**src/rtl/dw_pkg.sv**
```systemverilog
// Shared constants and the walker state type.
// Assumes 16-bit memory words and six-word descriptors.
package dw_pkg;
    localparam int WORD_W     = 16;
    localparam int DESC_WORDS = 6;
    localparam int OFF_FLAG   = 0;
    localparam int OFF_CTL    = 1;
    localparam int OFF_ALO    = 2;
    localparam int OFF_LEN    = 3;
    localparam int OFF_ST1    = 4;
    localparam int OFF_ST2    = 5;
    localparam int VALID_BIT  = 15;
    localparam int CHAIN_BIT  = 14;
    localparam logic [WORD_W-1:0] CLAIM_MASK = 16'hC000;

    typedef enum logic [3:0] {
        S_IDLE, S_RD_FLAG, S_WR_FLAG, S_RD_CTL, S_RD_ALO, S_RD_LEN,
        S_DECIDE, S_XFER, S_XWAIT, S_WR_ST1, S_WR_ST2
    } walk_state_t;
endpackage

```
**src/rtl/dw_desc_decode.sv**
```systemverilog
// Decodes the control, address-low and length words of a descriptor.
// Assumes ADDR_W is between 17 and 30 so the high bits fit below the chain bit.
module dw_desc_decode
    import dw_pkg::*;
#(
    parameter int ADDR_W = 22
) (
    input  logic [WORD_W-1:0] ctl_word,
    input  logic [WORD_W-1:0] alo_word,
    input  logic [WORD_W-1:0] len_word,
    output logic              is_valid,
    output logic              is_chain,
    output logic [ADDR_W-1:0] target,
    output logic [WORD_W-1:0] words
);
    localparam int HI_W = ADDR_W - WORD_W;

    // Field extraction and length negation.
    always_comb begin
        is_valid = ctl_word[VALID_BIT];
        is_chain = ctl_word[CHAIN_BIT];
        target   = {ctl_word[HI_W-1:0], alo_word};
        words    = (~len_word) + 16'd1;
    end
endmodule

```
**src/rtl/dw_status_pack.sv**
```systemverilog
// Builds the two completion status words from the mover's report.
// RX_CHAN selects whether the received length is encoded.
module dw_status_pack
    import dw_pkg::*;
#(
    parameter int LEN_W   = 11,
    parameter bit RX_CHAN = 1'b1
) (
    input  logic             seg_last,
    input  logic             seg_err,
    input  logic [LEN_W-1:0] seg_len,
    output logic [WORD_W-1:0] st1,
    output logic [WORD_W-1:0] st2
);
    localparam int LO_W = 8;
    localparam int HI_W = LEN_W - LO_W;

    generate
        if (RX_CHAN) begin : g_rx
            // Receive: length split across both words.
            always_comb begin
                st1 = '0;
                st1[15] = ~seg_last;
                st1[14] = seg_err;
                st1[LO_W +: HI_W] = seg_len[LEN_W-1:LO_W];
                st2 = {{(WORD_W-LO_W){1'b0}}, seg_len[LO_W-1:0]};
            end
        end else begin : g_tx
            // Transmit: only segment and error flags.
            always_comb begin
                st1 = '0;
                st1[15] = ~seg_last;
                st1[14] = seg_err;
                st2 = '0;
            end
        end
    endgenerate
endmodule

```
**src/rtl/dw_flags.sv**
```systemverilog
// Holds the list-invalid and interrupt flags.
// Software reset has priority over set events.
module dw_flags (
    input  logic clk,
    input  logic rst_n,
    input  logic soft_rst,
    input  logic set_invalid,
    input  logic set_done,
    input  logic irq_en,
    output logic list_invalid,
    output logic irq_flag
);
    // Sticky flag registers.
    always_ff @(posedge clk) begin
        if (!rst_n || soft_rst) begin
            list_invalid <= 1'b0;
            irq_flag     <= 1'b0;
        end else begin
            if (set_invalid)
                list_invalid <= 1'b1;
            if (set_done && irq_en)
                irq_flag <= 1'b1;
        end
    end
endmodule

```
**src/rtl/desc_walker.sv**
```systemverilog
// Walks a chained descriptor list: claims, decodes, dispatches to a mover,
// writes status back. Assumes a memory that answers reads some cycles
// after acceptance and a mover that reports done once per start.
module desc_walker
    import dw_pkg::*;
#(
    parameter int ADDR_W  = 22,
    parameter int LEN_W   = 11,
    parameter bit RX_CHAN = 1'b1
) (
    input  logic              clk,
    input  logic              rst_n,
    input  logic              soft_rst,
    input  logic              chan_en,
    input  logic              irq_en,
    input  logic              base_wr,
    input  logic [ADDR_W-1:0] base_addr,
    output logic              mem_req_valid,
    input  logic              mem_req_ready,
    output logic              mem_req_we,
    output logic [ADDR_W-1:0] mem_req_addr,
    output logic [15:0]       mem_req_wdata,
    input  logic              mem_rsp_valid,
    input  logic [15:0]       mem_rsp_data,
    output logic              xfer_start,
    output logic [ADDR_W-1:0] xfer_addr,
    output logic [15:0]       xfer_words,
    input  logic              xfer_done,
    input  logic              xfer_last,
    input  logic              xfer_err,
    input  logic [LEN_W-1:0]  xfer_len,
    output logic              busy,
    output logic              list_invalid,
    output logic              irq_flag
);
    localparam logic [ADDR_W-1:0] STEP = ADDR_W'(DESC_WORDS);

    walk_state_t       state;
    logic              wait_rsp;
    logic [ADDR_W-1:0] ptr;
    logic [WORD_W-1:0] flag_q, ctl_q, alo_q, len_q;
    logic              last_q, err_q;
    logic [LEN_W-1:0]  rlen_q;
    logic [2:0]        off;
    logic              accept, rsp_take, is_mem, set_invalid, set_done;
    logic              d_valid, d_chain;
    logic [ADDR_W-1:0] d_target;
    logic [WORD_W-1:0] d_words, st1, st2;

    dw_desc_decode #(.ADDR_W(ADDR_W)) u_dec (
        .ctl_word(ctl_q), .alo_word(alo_q), .len_word(len_q),
        .is_valid(d_valid), .is_chain(d_chain), .target(d_target), .words(d_words)
    );

    dw_status_pack #(.LEN_W(LEN_W), .RX_CHAN(RX_CHAN)) u_st (
        .seg_last(last_q), .seg_err(err_q), .seg_len(rlen_q), .st1(st1), .st2(st2)
    );

    dw_flags u_flags (
        .clk(clk), .rst_n(rst_n), .soft_rst(soft_rst),
        .set_invalid(set_invalid), .set_done(set_done), .irq_en(irq_en),
        .list_invalid(list_invalid), .irq_flag(irq_flag)
    );

    // Memory request generation from the current state.
    always_comb begin
        is_mem = 1'b1;
        mem_req_we = 1'b0;
        mem_req_wdata = '0;
        off = 3'(OFF_FLAG);
        case (state)
            S_RD_FLAG: off = 3'(OFF_FLAG);
            S_WR_FLAG: begin off = 3'(OFF_FLAG); mem_req_we = 1'b1; mem_req_wdata = flag_q | CLAIM_MASK; end
            S_RD_CTL:  off = 3'(OFF_CTL);
            S_RD_ALO:  off = 3'(OFF_ALO);
            S_RD_LEN:  off = 3'(OFF_LEN);
            S_WR_ST1:  begin off = 3'(OFF_ST1); mem_req_we = 1'b1; mem_req_wdata = st1; end
            S_WR_ST2:  begin off = 3'(OFF_ST2); mem_req_we = 1'b1; mem_req_wdata = st2; end
            default:   is_mem = 1'b0;
        endcase
        mem_req_valid = is_mem && !wait_rsp;
        mem_req_addr  = ptr + ADDR_W'(off);
    end

    // Handshake and event decode.
    always_comb begin
        accept      = mem_req_valid && mem_req_ready;
        rsp_take    = wait_rsp && mem_rsp_valid;
        set_invalid = (state == S_DECIDE) && !d_valid;
        set_done    = (state == S_WR_ST2) && accept;
        busy        = (state != S_IDLE);
        xfer_start  = (state == S_XFER);
        xfer_addr   = d_target;
        xfer_words  = d_words;
    end

    // Walker sequencing, pointer and captured descriptor words.
    always_ff @(posedge clk) begin
        if (!rst_n) begin
            state    <= S_IDLE;
            wait_rsp <= 1'b0;
            ptr      <= '0;
            flag_q   <= '0;
            ctl_q    <= '0;
            alo_q    <= '0;
            len_q    <= '0;
            last_q   <= 1'b0;
            err_q    <= 1'b0;
            rlen_q   <= '0;
        end else if (soft_rst) begin
            state    <= S_IDLE;
            wait_rsp <= 1'b0;
        end else begin
            if (accept && !mem_req_we)
                wait_rsp <= 1'b1;
            if (rsp_take)
                wait_rsp <= 1'b0;
            case (state)
                S_IDLE: if (base_wr && chan_en) begin
                    ptr   <= base_addr;
                    state <= S_RD_FLAG;
                end
                S_RD_FLAG: if (rsp_take) begin flag_q <= mem_rsp_data; state <= S_WR_FLAG; end
                S_WR_FLAG: if (accept) state <= S_RD_CTL;
                S_RD_CTL:  if (rsp_take) begin ctl_q <= mem_rsp_data; state <= S_RD_ALO; end
                S_RD_ALO:  if (rsp_take) begin alo_q <= mem_rsp_data; state <= S_RD_LEN; end
                S_RD_LEN:  if (rsp_take) begin len_q <= mem_rsp_data; state <= S_DECIDE; end
                S_DECIDE: begin
                    if (!d_valid)
                        state <= S_IDLE;
                    else if (d_chain) begin
                        ptr   <= d_target;
                        state <= S_RD_FLAG;
                    end else
                        state <= S_XFER;
                end
                S_XFER: state <= S_XWAIT;
                S_XWAIT: if (xfer_done) begin
                    last_q <= xfer_last;
                    err_q  <= xfer_err;
                    rlen_q <= xfer_len;
                    state  <= S_WR_ST1;
                end
                S_WR_ST1: if (accept) state <= S_WR_ST2;
                S_WR_ST2: if (accept) begin
                    ptr   <= ptr + STEP;
                    state <= S_RD_FLAG;
                end
                default: state <= S_IDLE;
            endcase
        end
    end
endmodule

```
**config.mk**
```make
export PLATFORM = sky130hd
export DESIGN_NAME = desc_walker
export DESIGN_NICKNAME = d
export VERILOG_FILES = /design/src/rtl/dw_pkg.sv /design/src/rtl/dw_desc_decode.sv /design/src/rtl/dw_status_pack.sv /design/src/rtl/dw_flags.sv /design/src/rtl/desc_walker.sv
export SDC_FILE = /design/constraint.sdc
export NUM_CORES = 1
export LEC_CHECK = 0
export ABC_AREA = 1
export BUFFER_PORTS_ARGS = -buffer_cell sky130_fd_sc_hd__buf_2
export CAP_MARGIN = 10
export CORE_ASPECT_RATIO = 2
export CORE_MARGIN = 8
export CORE_UTILIZATION = 29
export CTS_CLUSTER_DIAMETER = 200
export DETAILED_ROUTE_END_ITERATION = 16
export PLACE_DENSITY = 0.46
export SLEW_MARGIN = 20
export SYNTH_ARGS = -nofsm -noshare
export SYNTH_HDL_FRONTEND = slang
export SYNTH_SLANG_ARGS = --single-unit
export TNS_END_PERCENT = 1
```
**constraint.sdc**
```tcl
create_clock -name clk -period 3.3 [get_ports clk]
set_clock_uncertainty 0.05 [all_clocks]
set_input_delay 0.165 -clock clk [delete_from_list [all_inputs] [get_ports clk]]
set_output_delay 0.165 -clock clk [all_outputs]
set_load 0.05 [all_outputs]
```
==> results of run 1 <==
## sequential cells by signal, indices dropped and copies added, names as in the netlist
signal and count:
alo_q 16, ctl_q 8, err_q 1, flag_q 14
last_q 1, len_q 16, ptr 22, rlen_q 11
state 4, u_flags.irq_flag 1, u_flags.list_invalid 1, wait_rsp 1
## layout make-up
type                    count  area, um2
fillers                  2187      11890
multi-input cells         641       3047
flip-flops and latches     96       1927
repair buffers            156      864.6
inverters                  95      356.6
well taps                 219      274.0
clock buffers               9      225.2
clock inverters             7      70.07
## worst min-delay path by stage
stage / from / endpoint / slack, ns
2_1_floorplan: mem_rsp_data[3] / alo_q[3]$_SDFFE_PN0P_ / 0.25
3_3_place_gp: mem_rsp_data[9] / alo_q[9]$_SDFFE_PN0P_ / 0.38
3_5_place_dp: rlen_q[6]$_SDFFE_PN0P_ / rlen_q[6]$_SDFFE_PN0P_ / 0.39
4_1_cts: xfer_len[3] / rlen_q[3]$_SDFFE_PN0P_ / 0.02
5_1_grt: mem_req_ready / wait_rsp$_SDFFE_PP0P_ / 0.06
6_report: mem_rsp_data[9] / alo_q[9]$_SDFFE_PN0P_ / 0.03
## timing repair
item | CTS | global route
setup endpoints to repair | 2 | 12
pin swaps | 0 | 3
resized for setup | 3 | 21
## stage by stage
stage | instance area (um2) | utilization, %
4_1_cts | 6705 | 35.94
3_5_place_dp | 6404 | 34.33
5_1_grt | 6764 | 36.26
6_report | 6764 | 36.26
2_1_floorplan | 5461 | -
3_3_place_gp | 6404 | 34.33
## power by group through the flow
stage / Sequential, mW / Clock [mW] / Combinational [mW]
after floorplan: 1.53 / 0 / 2.07
after global placement: 1.66 / 0 / 2.64
after detailed placement: 1.65 / 0 / 2.63
after CTS: 1.63 / 1.13 / 2.64
after global routing: 1.68 / 1.17 / 2.91
final: 1.64 / 1.09 / 2.65
## cell usage in the layout, fill, tap and decap left out, types with 9 or more instances in the layout
cell type  count
inv_1         92
a21oi_1       59
buf_4         14
o21ai_0       95
nand3_1       57
buf_2        137
nor2_1       173
xor2_1        26
nand2_1      177
clkbuf_16      9
dfxtp_1       92
## kinds of logic (layout without fill, tap and decap cells)
group	count (synthesis)	in the layout	share of synthesized area [%]
AOI/OAI and AO/OA	162	162	15.28
xor gates and xnor gates	31	31	4.978
adders and majority gates	6	6	1.514
buffers and inverters	132	267	9.796
DFF	96	96	35.24
and+or+nand+nor	442	442	33.20
## worst min-delay path, cell delays in order
cell and delay [ns]:
buf_2 0.11, nor2_1 0.05, nor2_1 0.08
## layer usage
layer / vias up / global-route usage, % / wire length [um]
met3: 40 / 2.809 / 754
met5: - / 0 / 0
met4: 0 / 9.621 / 904
met2: 147 / 36.81 / 12210
met1: 2695 / 17.96 / 7896
li1: 3025 / - / -
==> reports/qor.csv, run 1 <==
stage;metric;value;unit
min_path;WHS Path Cells;3;
synthesis;post-synthesis cell area;5454;um2
sta;setup_tns;0;ns
sta;Hold Slack;0.03344;ns
detailed_routing;via/cell ratio;4.830;
global_routing;largest net degree at the start of global routing;69;
critical_path;CP endpoint;mem_req_addr[18];
clock_tree;setup bufs post-CTS;0;
die;I/O pin count;142;
critical_path;startpoint types;register;
synthesis;number of synthesized flops with an enable pin;0;
die;Die W;113.0;um
critical_path;critical path's largest stage delay;0.36;ns
power_and_ir_drop;register share of total power;30.5;%
clock_tree;H-Tree Level Count;3;
sta;min Tclk post-route;3.154;ns
sta;post-route clock period utilization;95.59;%
global_routing;total grt overflow;0;
clock_tree;CTS tree;built;
synthesis;most frequent cell after synthesis;nor2_1;
run_status;status;finished clean;
critical_path;CP bufs+invs;5;
critical_path;Worst Path Arrival;2.94;ns
detailed_routing;DR vias;5907;
detailed_routing;routed wire length;21760;um
global_routing;initial antenna violation count;0;
synthesis;async set-reset flop share out of synthesis;0;%
min_path;path type of the worst min-delay path;input pin to register;
detailed_routing;count of TritonRoute iterations in the first routing pass;5;
synthesis;Ys Warns;0;
power_and_ir_drop;Leakage;3.286;nW
detailed_routing;Detail Route Antenna Nets;0;
critical_path;reg-to-reg endpoint;ptr[20]$_SDFFE_PN0P_;
clock_tree;worst-skew pair later-pin latency;0.35;ns
clock_tree;Root Buffer;clkbuf_16;
synthesis;#FFs+latches synth;96;
global_routing;first-pass GRT wire length;33710;um
power_and_ir_drop;VDD IR max;0.3602;mV
place;pre-CTS WS;0.3034;ns
sta;post-route setup slack;0.1456;ns
die;full die area;23720;um2
place;dpl cells;1207;
synthesis;Netlist cell types;35;
synthesis;Yosys top cell area share;35.24;%
place;DP HPWL;17110;um
synthesis;sequential area share after synthesis;35.24;%
die;Die Ht;209.9;um
global_routing;gr usage total;18.65;%
sta;FMAX;317.0;MHz
power_and_ir_drop;switching part of the total;50.26;%
sta;number of hold violations in the final report;0;
critical_path;Critical Path RT;3.08;ns
power_and_ir_drop;Pint;2.679;mW
place;Buffers on Ports;141;
critical_path;reg2reg start;state[3]$_SDFFE_PP0P_;
clock_tree;hold_buf cts;0;
critical_path;kind of critical path;register to output pin;
detailed_routing;DR DRC count;0;
critical_path;Worst Setup SP;state[3]$_SDFFE_PP0P_;
critical_path;CP max-delay cell;fa_2;
final_layout;diode count;0;
die;starting density of the core;29.24;%
clock_tree;Worst-path clk slew;0.07;ns
critical_path;CP endpoint kind;output pin;
clock_tree;total CTS buffers;9;
critical_path;flop2flop setup slack;0.84;ns
critical_path;worst-path maximum fanout;5;
power_and_ir_drop;Power, Total;5.386;mW
final_layout;layout cells sized above 1;19.72;%
sta;Max Slew Vio Count;0;
die;core area;18660;um2
detailed_routing;DRT iter0 DRCs;274;
final_layout;Non-Filler Instances;1223;
detailed_routing;routed len/inst;17.79;um
clock_tree;Max Buffers Root-to-Sink;2;
sta;Slew @ Worst Pin;0.8064;ns
place;routability cong.;0.9007;
run;max_cap viols;0;
synthesis;predominant post-synthesis flop cell;dfxtp_1;
final_layout;P&R area growth vs syn;24.02;%
sta;final setup vio count;0;
synthesis;Synth Instances;869;
synthesis;Commonest cells post-synth;179 x nor2_1, 178 x nand2_1, 96 x dfxtp_1, 95 x o21ai_0, 92 x inv_1;
power_and_ir_drop;Clk pwr share;20.2;%
synthesis;syn_area_per_cell;6.276;um2
synthesis;top cells by area, synth;dfxtp_1 35%, nor2_1 12%, nand2_1 12%;
final_layout;final net count;1065;
critical_path;CP top delay family;simple AND/OR/NAND/NOR gates;
critical_path;total stage count of the critical path;16;
die;cell row count;71;
power_and_ir_drop;sw power;2.707;mW
power_and_ir_drop;Gate power share;49.3;%
critical_path;crit-path cells;nor2_2 -> inv_1 -> nor2_2 -> inv_1 -> nand3_1 -> ha_1 -> inv_1 -> fa_2 -> o22ai_2 -> buf_6 -> nand2_1 -> nor2_1 -> nand2_1 -> nor2_2 -> xor2_2 -> buf_6;
global_routing;vias in the first global route;6176;
synthesis;leading area contributor after synthesis;dfxtp_1;
synthesis;Synthesized Nets;935;
clock_tree;clock sink count;96;
sta;Slew HR;45.82;%
power_and_ir_drop;power density over cell area;796.3;nW/um2
critical_path;Reg2Reg Depth;12;
No activity file was read; power rests on OpenSTA's default activity.
==> run 2: changes to the inputs <==
--- a/config.mk
+++ b/config.mk
@@ -5,13 +5,14 @@
 export SDC_FILE = /design/constraint.sdc
 export NUM_CORES = 1
 export LEC_CHECK = 0
-export ABC_AREA = 1
 export BUFFER_PORTS_ARGS = -buffer_cell sky130_fd_sc_hd__buf_2
 export CAP_MARGIN = 10
 export CORE_ASPECT_RATIO = 2
 export CORE_MARGIN = 8
 export CORE_UTILIZATION = 29
+export CTS_BUF_LIST = sky130_fd_sc_hd__clkbuf_16
 export CTS_CLUSTER_DIAMETER = 200
+export CTS_CLUSTER_SIZE = 30
 export DETAILED_ROUTE_END_ITERATION = 16
 export PLACE_DENSITY = 0.46
 export SLEW_MARGIN = 20
==> reports/qor.csv, run 2 <==
stage;metric;value;unit
sta;unrepaired setup endpoints after global routing;true;
final_layout;Largest Register;ptr;
synthesis;leading area contributor after synthesis;dfxtp_1;
synthesis;Netlist cell types;63;
critical_path;kind of critical path;register to output pin;
sta;final setup vio count;0;
detailed_routing;via/cell ratio;5.286;
global_routing;gr usage total;17.03;%
synthesis;Synth Area in XOR/XNOR;6.240;%
place;DP HPWL;15390;um
synthesis;Ys Warns;0;
synthesis;most frequent cell after synthesis;nor2_1;
place;dpl cells;956;
power_and_ir_drop;sw power;0.7606;mW
synthesis;Commonest cells post-synth;113 x nor2_1, 96 x dfxtp_1, 68 x mux2i_1, 31 x nand2_1, 27 x clkbuf_1;
die;cell row count;70;
final_layout;Largest register FFs;22;
synthesis;async set-reset flop share out of synthesis;0;%
detailed_routing;DR DRC count;0;
clock_tree;worst-skew pair later-pin latency;0.35;ns
synthesis;syn_area_per_cell;8.466;um2
detailed_routing;Detail Route Antenna Nets;0;
power_and_ir_drop;VDD IR max;0.2006;mV
power_and_ir_drop;Gate power share;12.9;%
power_and_ir_drop;register share of total power;45.6;%
sta;FMAX;318.8;MHz
place;Buffers on Ports;141;
clock_tree;clock sink count;96;
critical_path;Reg2Reg Depth;8;
sta;post-route clock period utilization;95.06;%
clock_tree;CTS tree;built;
detailed_routing;DRT iter0 DRCs;247;
sta;number of hold violations in the final report;0;
die;Die Ht;207.8;um
critical_path;worst-path maximum fanout;5;
final_layout;final net count;829;
detailed_routing;DR vias;5201;
critical_path;CP endpoint;mem_req_addr[16];
global_routing;total grt overflow;0;
run_status;status;finished clean;
sta;Max Slew Vio Count;0;
sta;setup_tns;0;ns
critical_path;Critical Path RT;3.08;ns
critical_path;reg-to-reg endpoint;ptr[21]$_SDFFE_PN0P_;
synthesis;Yosys top cell area share;36.03;%
power_and_ir_drop;Leakage;3.187;nW
synthesis;number of synthesized flops with an enable pin;0;
clock_tree;Max Buffers Root-to-Sink;2;
synthesis;Synthesized Nets;696;
final_layout;biggest regs;ptr x22, alo_q x16, len_q x16;
clock_tree;total CTS buffers;9;
sta;Slew @ Worst Pin;0.9397;ns
synthesis;simple-gate share of the synthesized area;21.51;%
die;core area;18130;um2
synthesis;main combinational cell family by area after synthesis;simple AND/OR/NAND/NOR gates;
final_layout;diode count;0;
power_and_ir_drop;Pint;1.894;mW
global_routing;initial antenna violation count;0;
clock_tree;Root Buffer;clkbuf_16;
synthesis;Synth Area in Compound Gates;16.65;%
sta;Slew HR;37.26;%
global_routing;largest net degree at the start of global routing;51;
synthesis;post-synthesis cell area;5334;um2
synthesis;predominant post-synthesis flop cell;dfxtp_1;
power_and_ir_drop;Power, Total;2.655;mW
global_routing;vias in the first global route;5269;
detailed_routing;count of TritonRoute iterations in the first routing pass;5;
clock_tree;H-Tree Level Count;3;
run;max_cap viols;0;
power_and_ir_drop;Clk pwr share;41.5;%
min_path;path type of the worst min-delay path;input pin to register;
detailed_routing;routed len/inst;20.29;um
clock_tree;Worst-path clk slew;0.06;ns
final_layout;commonest cells after routing, fill and taps aside;136 x buf_2, 111 x nor2_1, 94 x dfxtp_1;
synthesis;Synth Instances;630;
detailed_routing;routed wire length;19970;um
place;routability cong.;0.8474;
synthesis;Synth Area in Adders;1.548;%
final_layout;most common cell after layout, fill and taps aside;buf_2;
synthesis;sequential area share after synthesis;36.03;%
final_layout;fillers;1910;
critical_path;Worst Setup SP;state[1]$_SDFFE_PP0P_;
critical_path;reg2reg start;ptr[1]$_SDFFE_PN0P_;
die;starting density of the core;29.42;%
die;Die W;111.9;um
synthesis;post-synthesis mux area share;12.76;%
sta;min Tclk post-route;3.137;ns
critical_path;flop2flop setup slack;0.77;ns
final_layout;Non-Filler Instances;984;
critical_path;CP endpoint kind;output pin;
critical_path;Worst Path Arrival;2.92;ns
final_layout;layout cells sized above 1;26.43;%
power_and_ir_drop;power density over cell area;391.8;nW/um2
final_layout;P&R area growth vs syn;27.02;%
synthesis;top cells by area, synth;dfxtp_1 36%, mux2i_1 13%, nor2_1 8.0%;
die;I/O pin count;142;
critical_path;startpoint types;register;
die;full die area;23250;um2
global_routing;first-pass GRT wire length;30590;um
synthesis;#FFs+latches synth;96;
power_and_ir_drop;switching part of the total;28.65;%
-- run 2: changes by cell type after synthesis, sizes merged, moves of 8 or more --
cell    before  now
nand2      180   31
nor3         8   16
buf         14   22
xnor2        4   16
inv         94   14
a21oi       59   25
a22oi        0   11
a221oi       0    8
o21ai       95   25
mux2i        0   68
nand2b       0   10
nand3       59    9
nor2       182  113
-- run 2: layout make-up --
| type | instances | area, um2 | area share (%) |
|---|---|---|---|
| Clock buffer | 9 | 225.2 | 3.324 |
| Clock inverter | 7 | 77.57 | 1.145 |
| Inverter | 14 | 52.55 | 0.7756 |
| Multi-Input combinational cell | 471 | 3197 | 47.18 |
| Sequential cell | 96 | 1924 | 28.40 |
| Tap cell | 216 | 270.3 | 3.989 |
| Timing Repair Buffer | 171 | 1028 | 15.18 |
-- run 2: layer usage --
| metal | up-vias | wire length, um | GRT usage [%] |
|---|---|---|---|
| li1 | 2509 | - | - |
| met1 | 2506 | 7335 | 16.88 |
| met2 | 161 | 11250 | 33.33 |
| met3 | 25 | 1014 | 3.613 |
| met4 | 0 | 361 | 6.081 |
| met5 | - | 0 | 0 |
-- run 2: worst min-delay path by stage --
stage	from	end	slack [ns]	cells past startpoint
6_report	xfer_len[9]	rlen_q[9]$_SDFFE_PN0P_	0.01	3
5_1_grt	xfer_len[8]	rlen_q[8]$_SDFFE_PN0P_	0.01	3
4_1_cts	xfer_len[9]	rlen_q[9]$_SDFFE_PN0P_	0.002	3
3_5_place_dp	xfer_len[1]	rlen_q[1]$_SDFFE_PN0P_	0.36	3
3_3_place_gp	xfer_len[6]	rlen_q[6]$_SDFFE_PN0P_	0.35	3
2_1_floorplan	xfer_err	err_q$_SDFFE_PN0P_	0.26	2
-- run 2: logic make-up after synthesis --
kind of cell               after synthesis
adders and majority gates                6
buffers and inverters                   63
and+or+nand+nor                        232
muxes                                   68
DFF                                     96
AOI/OAI and AO/OA                      127
xor gates and xnor gates                38
-- run 2: metrics by stage --
step                      util, %  hold WS (ns)  instance area, um2  setup slack, ns
after floorplan                 -        0.2589                5335          -0.1160
after global placement      34.84        0.3486                6317           0.2857
after detailed placement    34.84        0.3563                6317           0.2350
after CTS                   37.13      0.002256                6731         -0.03688
after global routing        37.37       0.01283                6775         -0.01273
final                       37.37       0.01127                6775           0.1629
-- run 2: what timing repair did --
item                                   4_1_cts  5_1_grt
pin swaps                                    1        2
endpoints found under the hold margin       10        0
setup endpoints to repair                    5        5
resized for setup                            2       14
setup buffers                                1        1
hold buffers                                10        0
-- run 2: power by group through the flow --
stage | registers, mW | logic, mW | clock network, mW
3_5_place_dp | 1.24 | 0.336 | 0
6_report | 1.21 | 0.343 | 1.10
5_1_grt | 1.21 | 0.368 | 1.18
4_1_cts | 1.21 | 0.346 | 1.13
3_3_place_gp | 1.24 | 0.335 | 0
2_1_floorplan | 1.21 | 0.222 | 0
-- run 2: worst max-delay path, stage by stage, from the launching register on --
cell and delay, ns:
dfxtp_2 0.35, nand2b_1 0.17, and2_0 0.14, o21ai_1 0.12, ha_2 0.19, inv_1 0.05, fa_2 0.35, nor2b_2 0.14
o211ai_1 0.16, or2_4 0.35, nor2_1 0.12, xor2_1 0.25, buf_12 0.17
